[src/rtl/spu_pkg.sv]
package spu_pkg;
  typedef enum logic [2:0] {
    OP_PUSH  = 3'd0,
    OP_POP   = 3'd1,
    OP_PUSHR = 3'd2,
    OP_POPR  = 3'd3,
    OP_ADJ   = 3'd4
  } spu_op_e;

  typedef enum logic [0:0] {
    ST_IDLE = 1'b0,
    ST_WAIT = 1'b1
  } spu_state_e;
endpackage

[src/rtl/spu_step.sv]
module spu_step #(
  parameter int HALF_W = 18,
  parameter int ADDR_W = 23
) (
  input  logic [2*HALF_W-1:0] sp_i,
  input  logic                short_i,
  input  logic                dec_i,
  output logic [2*HALF_W-1:0] next_o,
  output logic                trap_o,
  output logic [ADDR_W-1:0]   old_addr_o,
  output logic [ADDR_W-1:0]   new_addr_o
);
  localparam int W = 2 * HALF_W;
  localparam logic [W-1:0] HMASK = {{HALF_W{1'b0}}, {HALF_W{1'b1}}};
  localparam logic [W-1:0] STEP_S = {{(HALF_W-1){1'b0}}, 1'b1, {(HALF_W-1){1'b0}}, 1'b1};
  localparam logic [W-1:0] STEP_L = {{(W-1){1'b0}}, 1'b1};

  logic [W-1:0] step;
  logic [W:0]   sum;

  always_comb begin
    step = short_i ? STEP_S : STEP_L;
    // bit W is carry on add and borrow on subtract
    sum  = dec_i ? ({1'b0, sp_i} - {1'b0, step}) : ({1'b0, sp_i} + {1'b0, step});
  end

  assign next_o = sum[W-1:0];
  assign trap_o = sum[W];

  assign old_addr_o = short_i ? (sp_i[ADDR_W-1:0] & HMASK[ADDR_W-1:0]) : sp_i[ADDR_W-1:0];
  assign new_addr_o = short_i ? (sum[ADDR_W-1:0] & HMASK[ADDR_W-1:0]) : sum[ADDR_W-1:0];
endmodule

[src/rtl/spu_adjust.sv]
module spu_adjust #(
  parameter int HALF_W = 18
) (
  input  logic [2*HALF_W-1:0] sp_i,
  input  logic [HALF_W-1:0]   off_i,
  input  logic                short_i,
  output logic [2*HALF_W-1:0] sp_o,
  output logic                trap_o
);
  localparam int W = 2 * HALF_W;

  logic [HALF_W-1:0] cnt, adr, cnt_n, adr_n;
  logic [W-1:0]      long_n;
  logic              off_neg;

  always_comb begin
    cnt     = sp_i[W-1:HALF_W];
    adr     = sp_i[HALF_W-1:0];
    off_neg = off_i[HALF_W-1];
    cnt_n   = cnt + off_i;
    adr_n   = adr + off_i;
    long_n  = sp_i + {{HALF_W{off_neg}}, off_i};
    sp_o    = short_i ? {cnt_n, adr_n} : long_n;
    if (!short_i)    trap_o = 1'b0;
    else if (off_neg) trap_o = !cnt[HALF_W-1] && cnt_n[HALF_W-1];
    else              trap_o = cnt[HALF_W-1] && !cnt_n[HALF_W-1];
  end
endmodule

[src/rtl/spu_ret_fmt.sv]
module spu_ret_fmt #(
  parameter int HALF_W = 18,
  parameter int ADDR_W = 23
) (
  input  logic [ADDR_W-1:0]   pc_i,
  input  logic [HALF_W-1:0]   flags_i,
  input  logic                ret_sec0_i,
  input  logic [ADDR_W-1:0]   rd_addr_i,
  input  logic                jmp_sec0_i,
  output logic [2*HALF_W-1:0] ret_word_o,
  output logic [ADDR_W-1:0]   jump_addr_o
);
  localparam int W = 2 * HALF_W;
  localparam logic [W-1:0] HMASK = {{HALF_W{1'b0}}, {HALF_W{1'b1}}};

  logic [ADDR_W-1:0] pc1;
  assign pc1 = pc_i + 1'b1;

  assign ret_word_o  = ret_sec0_i ? {flags_i, pc1[HALF_W-1:0]} : W'(pc1);
  assign jump_addr_o = jmp_sec0_i ? (rd_addr_i & HMASK[ADDR_W-1:0]) : rd_addr_i;
endmodule

[src/rtl/spu_stack_unit.sv]
module spu_stack_unit
  import spu_pkg::*;
#(
  parameter int HALF_W = 18,
  parameter int ADDR_W = 23
) (
  input  logic                clk_i,
  input  logic                rst_ni,
  input  logic                op_valid_i,
  input  logic [2:0]          op_i,
  input  logic                sec0_i,
  input  logic [2*HALF_W-1:0] sp_i,
  input  logic [2*HALF_W-1:0] data_i,
  input  logic [ADDR_W-1:0]   pc_i,
  input  logic [HALF_W-1:0]   flags_i,
  input  logic [HALF_W-1:0]   offset_i,
  input  logic                rd_valid_i,
  input  logic [2*HALF_W-1:0] rd_data_i,
  output logic                busy_o,
  output logic                sp_we_o,
  output logic [2*HALF_W-1:0] sp_o,
  output logic                mem_wr_o,
  output logic                mem_rd_o,
  output logic [ADDR_W-1:0]   mem_addr_o,
  output logic [2*HALF_W-1:0] mem_wdata_o,
  output logic                pop_valid_o,
  output logic [2*HALF_W-1:0] pop_data_o,
  output logic                jump_o,
  output logic [ADDR_W-1:0]   jump_addr_o,
  output logic                trap_o
);
  localparam int W = 2 * HALF_W;

  spu_state_e        state_q;
  logic              acc, short_fmt, is_pop;
  logic [W-1:0]      step_next, adj_sp, ret_word, pend_sp_q;
  logic              step_trap, adj_trap, pend_trap_q, pop_ret_q, sec0_q;
  logic [ADDR_W-1:0] old_addr, new_addr, fmt_jump;

  assign acc       = op_valid_i && (state_q == ST_IDLE);
  assign short_fmt = (sp_i[W-1:HALF_W] != '0) && sec0_i;
  assign is_pop    = (op_i == OP_POP) || (op_i == OP_POPR);
  assign busy_o    = (state_q != ST_IDLE);

  spu_step #(.HALF_W(HALF_W), .ADDR_W(ADDR_W)) u_step (
    .sp_i      (sp_i),
    .short_i   (short_fmt),
    .dec_i     (is_pop),
    .next_o    (step_next),
    .trap_o    (step_trap),
    .old_addr_o(old_addr),
    .new_addr_o(new_addr)
  );

  spu_adjust #(.HALF_W(HALF_W)) u_adj (
    .sp_i   (sp_i),
    .off_i  (offset_i),
    .short_i(short_fmt),
    .sp_o   (adj_sp),
    .trap_o (adj_trap)
  );

  spu_ret_fmt #(.HALF_W(HALF_W), .ADDR_W(ADDR_W)) u_fmt (
    .pc_i       (pc_i),
    .flags_i    (flags_i),
    .ret_sec0_i (sec0_i),
    .rd_addr_i  (rd_data_i[ADDR_W-1:0]),
    .jmp_sec0_i (sec0_q),
    .ret_word_o (ret_word),
    .jump_addr_o(fmt_jump)
  );

  always_ff @(posedge clk_i or negedge rst_ni) begin
    if (!rst_ni) begin
      state_q     <= ST_IDLE;
      sp_we_o     <= 1'b0;
      sp_o        <= '0;
      mem_wr_o    <= 1'b0;
      mem_rd_o    <= 1'b0;
      mem_addr_o  <= '0;
      mem_wdata_o <= '0;
      pop_valid_o <= 1'b0;
      pop_data_o  <= '0;
      jump_o      <= 1'b0;
      jump_addr_o <= '0;
      trap_o      <= 1'b0;
      pend_sp_q   <= '0;
      pend_trap_q <= 1'b0;
      pop_ret_q   <= 1'b0;
      sec0_q      <= 1'b0;
    end else begin
      sp_we_o     <= 1'b0;
      mem_wr_o    <= 1'b0;
      mem_rd_o    <= 1'b0;
      pop_valid_o <= 1'b0;
      jump_o      <= 1'b0;
      trap_o      <= 1'b0;
      unique case (state_q)
        ST_IDLE: begin
          if (op_valid_i) begin
            case (op_i)
              OP_PUSH, OP_PUSHR: begin
                sp_we_o     <= 1'b1;
                sp_o        <= step_next;
                trap_o      <= step_trap;
                mem_wr_o    <= 1'b1;
                mem_addr_o  <= new_addr;
                mem_wdata_o <= (op_i == OP_PUSH) ? data_i : ret_word;
              end
              OP_POP, OP_POPR: begin
                mem_rd_o    <= 1'b1;
                mem_addr_o  <= old_addr;
                pend_sp_q   <= step_next;
                pend_trap_q <= step_trap;
                pop_ret_q   <= (op_i == OP_POPR);
                sec0_q      <= sec0_i;
                state_q     <= ST_WAIT;
              end
              OP_ADJ: begin
                sp_we_o <= 1'b1;
                sp_o    <= adj_sp;
                trap_o  <= adj_trap;
              end
              default: ;
            endcase
          end
        end
        ST_WAIT: begin
          if (rd_valid_i) begin
            sp_we_o <= 1'b1;
            sp_o    <= pend_sp_q;
            trap_o  <= pend_trap_q;
            if (pop_ret_q) begin
              jump_o      <= 1'b1;
              jump_addr_o <= fmt_jump;
            end else begin
              pop_valid_o <= 1'b1;
              pop_data_o  <= rd_data_i;
            end
            state_q <= ST_IDLE;
          end
        end
        default: state_q <= ST_IDLE;
      endcase
    end
  end

  a_r3_push_writes: assert property (@(posedge clk_i) disable iff (!rst_ni)
    acc && (op_i == OP_PUSH || op_i == OP_PUSHR) |=> mem_wr_o && sp_we_o);

  a_r5_rd_single: assert property (@(posedge clk_i) disable iff (!rst_ni)
    mem_rd_o |=> !mem_rd_o);

  a_r5_one_event: assert property (@(posedge clk_i) disable iff (!rst_ni)
    $onehot0({mem_wr_o, mem_rd_o, pop_valid_o, jump_o}));

  a_r10_long_adj_no_trap: assert property (@(posedge clk_i) disable iff (!rst_ni)
    acc && (op_i == OP_ADJ) && !short_fmt |=> !trap_o);

  a_r11_busy_ignores: assert property (@(posedge clk_i) disable iff (!rst_ni)
    busy_o && op_valid_i |=> !mem_wr_o && !mem_rd_o);

  a_r12_trap_with_wb: assert property (@(posedge clk_i) disable iff (!rst_ni)
    trap_o |-> sp_we_o);
endmodule

[config.mk]
export PLATFORM = sky130hd
export DESIGN_NAME = spu_stack_unit
export DESIGN_NICKNAME = d
export VERILOG_FILES = /design/src/rtl/spu_pkg.sv /design/src/rtl/spu_step.sv /design/src/rtl/spu_adjust.sv /design/src/rtl/spu_ret_fmt.sv /design/src/rtl/spu_stack_unit.sv
export SDC_FILE = /design/constraint.sdc
export NUM_CORES = 1
export LEC_CHECK = 0
export ABC_CLOCK_PERIOD_IN_PS = 2290
export BUFFER_PORTS_ARGS = -buffer_cell sky130_fd_sc_hd__buf_2
export CORE_MARGIN = 3
export CORE_UTILIZATION = 53
export DETAILED_ROUTE_END_ITERATION = 10
export PLACE_DENSITY_LB_ADDON = 0.08
export SLEW_MARGIN = 10
export SYNTH_ARGS = -nofsm -noshare
export SYNTH_HDL_FRONTEND = slang
export SYNTH_SLANG_ARGS = --single-unit
[constraint.sdc]
create_clock -name clk_i -period 2.29 [get_ports clk_i]
set_input_delay 0.3435 -clock clk_i [delete_from_list [all_inputs] [get_ports clk_i]]
set_output_delay 0.3435 -clock clk_i [all_outputs]
set_load 0.005 [all_outputs]
==> results.sh <==
export IMPL_sw_frac_of_total=0.385
export IMPL_cts_sinks=200
export IMPL_layout_nets=2650
export IMPL_final_setup_worst_slack_ns=-0.753
export IMPL_violations="negative setup slack"
export IMPL_synth_most_common_cell="nand2_1"
export IMPL_crit_fanout=3
export IMPL_postSynthCellCount=1669
export IMPL_dieArea_um2=27900
export IMPL_fin_area_um2=20900
export IMPL_cts_root_buf="clkbuf_16"
export IMPL_cts_buffers=17
export IMPL_synthDistinctLibCells=71
export IMPL_yosysSeqAreaShare=0.364
export IMPL_clockPowerShare=0.234
export IMPL_status="finished, violations left"
export IMPL_synth_top_area_share=0.364
export IMPL_grt_overflow=0
export IMPL_worstPathRequired_ns=2.63
export IMPL_p_sw_mw=5.60
export IMPL_min_path_cells=3
export IMPL_power_density_nw_per_um2=695
export IMPL_total_power_mw=14.6
export IMPL_regArea_um2=5000
export IMPL_timing_critical_path_cells="buf_2 -> nor4_2 -> nand2_2 -> o31ai_4 -> xnor2_2 -> ha_4 -> buf_6 -> a21o_1 -> a21oi_2 -> nor2_2 -> nor3_2 -> a21oi_2 -> o41ai_2 -> a21oi_1 -> a311o_1"
export IMPL_track_usage=0.393
export IMPL_hold_end="pop_data_o[28]"
export IMPL_tightest_slew_ns=0.856
export IMPL_rr_worst_depth=9
export IMPL_clk_pin_slew_worst_paths_ns=0.10
export IMPL_post_route_period_util=1.33
export IMPL_grt_pass1_vias=15600
export IMPL_worstPathArrival_ns=3.38
export IMPL_syn_nets=1935
export IMPL_synth_edf_count=0
export IMPL_initial_core_util=0.543
export IMPL_r2r_start="busy_o"
export IMPL_numPortBuffers=335
export IMPL_wire_per_inst_um=21.9
export IMPL_endpoint_kind="flop"
export IMPL_ys_ff_latch=200
export IMPL_hold_violations=0
export IMPL_avgSynthCellArea_um2=8.24
export IMPL_rows=58
export IMPL_p_int_mw=8.95
export IMPL_ctsLongestPathBuffers=2
export IMPL_relSlewSlack=0.429
export IMPL_tritoncts="done"
export IMPL_fillers=1614
export IMPL_synth_flop_cell="dfrtp_1"
export IMPL_cpMaxStageDelayCell="o41ai_2"
export IMPL_placed_area_um2=18700
export IMPL_ant_nets=0
export IMPL_ys_async_sr_fraction=1.00
export IMPL_htree_levels=4
export IMPL_clock_skew_ns=0.0205
export IMPL_finalSetupViolCount=73
export IMPL_grt_antenna_before_repair=5
export IMPL_clk_latency_ns=0.46
export IMPL_startpoint_type="input port"
export IMPL_ir_drop_mv=0.651
export IMPL_r2r_slack_ns=0.02
export IMPL_rr_endpoint="sp_o[28]"
export IMPL_place_congestion=1.02
export IMPL_pre_cts_slack_ns=-1.23
export IMPL_grt_pass1_wl_mm=86.8
export IMPL_power_frac_comb=0.417
export IMPL_grt_max_degree=74
export IMPL_wl_mm=59.8
export IMPL_holdCritStartpoint="rd_data_i[28]"
export IMPL_drc=0
export IMPL_first_iter_violations=1803
export IMPL_maxSlewViolCount=0
export IMPL_p_leak_nw=10.5
export IMPL_yosys_area_top_type="dfrtp_1"
export IMPL_netlist_top_cells_area="dfrtp_1 36%, nand2_1 8.8%, ha_1 8.0%"
export IMPL_drive_gt1_frac=0.425
export IMPL_fin_crit_ns=3.04
export IMPL_die_h_um=167
export IMPL_yosysWarnings=0
export IMPL_multi_input_area_um2=9510
export IMPL_holdWs_ns=0.0644
export IMPL_max_stage_delay_ns=0.36
export IMPL_num_io_pins=336
export IMPL_fmax_mhz=329
export IMPL_synthesis_area_um2=13800
export IMPL_via_per_inst=6.04
export IMPL_syn2layout_area_growth_pct=52.2
export IMPL_dpl_hpwl_mm=43.4
export IMPL_design_core_area_um2=25300
export IMPL_firstDrtPassIters=6
export IMPL_seq_power_share=0.349
export IMPL_crit_type="in2reg"
export IMPL_synthTopCellsByCount="321 x nand2_1, 200 x dfrtp_1, 180 x o21ai_0"
export IMPL_maxCapViolations=0
export IMPL_vias=16500
export IMPL_path_common_cell="a21oi_2"
export IMPL_die_w_um=167
export IMPL_holdCritPathClass="in2reg"
export IMPL_rsz0062_at_grt="true"
export IMPL_setup_tns_final_ns=-28.61
[power by group through the flow]
stage               sequential, mW  combinational, mW  clock, mW
global placement              5.04               5.04          0
floorplan                     5.07               2.35          0
CTS                           5.03               5.54       3.39
detailed placement            5.09               5.19          0
finish                        5.08               6.07       3.41
global route                  5.17               6.48       3.55
[cell type report]
type                    instances  area share
well taps                     330      0.0197
clock buffers                  17      0.0203
diodes                          5    0.000598
flip-flops and latches        200       0.239
clock inverters                15      0.0108
repair buffers                777       0.249
repair inverters                1    0.000538
inverters                      28     0.00562
multi-input cells            1359       0.454
[cells by family (layout without fill, tap and decap cells)]
kind of cell | after synthesis | after routing | share of synthesized area
multiplexers | 48 | 48 | 0.0380
flip-flops | 200 | 200 | 0.364
buffers and inverters | 110 | 838 | 0.0307
XOR/XNOR | 88 | 88 | 0.0560
other | 0 | 5 | 0
adder cells (fa/ha/maj) | 91 | 91 | 0.0844
AO/OA/AOI/OAI | 515 | 515 | 0.228
AND/OR/NAND/NOR | 617 | 617 | 0.199
[critical path, delay by kind of cell]
| family | cells | cell delay [ns] |
|---|---|---|
| adders and majority gates | 1 | 0.25 |
| AOI/OAI and AO/OA | 7 | 1.59 |
| and+or+nand+nor | 4 | 0.78 |
| buffers and inverters | 2 | 0.23 |
| xor gates and xnor gates | 1 | 0.17 |
[placed cells by master (no fill, tap or decap), types with 7 or more instances in the layout]
cell type | netlist | routed
nand3_1 | 36 | 31
a21o_1 | 38 | 37
buf_2 | 8 | 330
o21bai_1 | 8 | 7
nor2b_1 | 18 | 18
a31oi_1 | 9 | 8
o211ai_1 | 8 | 8
clkbuf_16 | 0 | 17
buf_6 | 0 | 35
a21oi_2 | 3 | 18
a21oi_1 | 153 | 134
inv_1 | 24 | 23
nand2b_1 | 17 | 15
o21a_1 | 10 | 10
mux2i_1 | 14 | 13
nor3_1 | 21 | 15
o21ai_4 | 0 | 7
nand2_1 | 321 | 309
o21ai_0 | 180 | 116
and3_1 | 31 | 30
a211oi_2 | 5 | 7
o22ai_1 | 14 | 9
or3_1 | 16 | 14
ha_1 | 88 | 77
xnor2_1 | 55 | 44
nor2_1 | 113 | 106
nand4_1 | 18 | 18
a211oi_1 | 15 | 10
mux2_2 | 34 | 29
buf_4 | 0 | 404
o31ai_1 | 11 | 8
o21ai_2 | 3 | 22
o221ai_1 | 9 | 8
ha_4 | 0 | 10
xor2_1 | 33 | 25
dfrtp_1 | 200 | 200
nand2_2 | 0 | 7
o21ai_1 | 4 | 42
[stage by stage]
| stage | util | cells |
|---|---|---|
| final | 0.827 | 2732 |
| after global routing | 0.827 | 2732 |
| after CTS | 0.799 | 2702 |
| after detailed placement | 0.740 | 2644 |
| after global placement | 0.740 | 2644 |
| after floorplan | - | 1669 |
[sequential cells by signal, summed over array words and instances (netlist names)]
name and flops:
jump_o 1, pend_sp_q 36, pop_data_o 36, pop_ret_q 1, sp_we_o 1, mem_wdata_o 36, sec0_q 1, trap_o 1
mem_addr_o 23, pop_valid_o 1, busy_o 1, pend_trap_q 1, sp_o 36, mem_rd_o 1, mem_wr_o 1, jump_addr_o 23
[worst max path at each step]
stage | from | endpoint | cells after the start | slack [ns]
after floorplan | sp_i[31] | sp_o[25] | 15 | -1.22
after detailed placement | sp_i[27] | sp_o[29] | 16 | -1.23
after global placement | sp_i[27] | sp_o[29] | 16 | -1.18
final | sp_i[27] | trap_o | 15 | -0.75
after global routing | sp_i[23] | sp_o[25] | 15 | -0.87
after CTS | sp_i[31] | sp_o[29] | 15 | -0.73
[layer usage]
metal  track usage  share of wire  vias up
met3        0.0819           0.11      238
met2         0.621           0.45     1125
met5             0              0        -
li1              -              -     7381
met4         0.161          0.058        0
met1         0.530           0.38     7756
[what timing repair did]
item                                   CTS  global route
cloned                                   1             0
setup endpoints to repair               68            74
setup buffers                           29            32
hold buffers                             1             0
gates resized for setup                132           121
endpoints found under the hold margin   40             0
pin swaps                               66            67
Note: power is estimated with default switching activity, not from simulation.
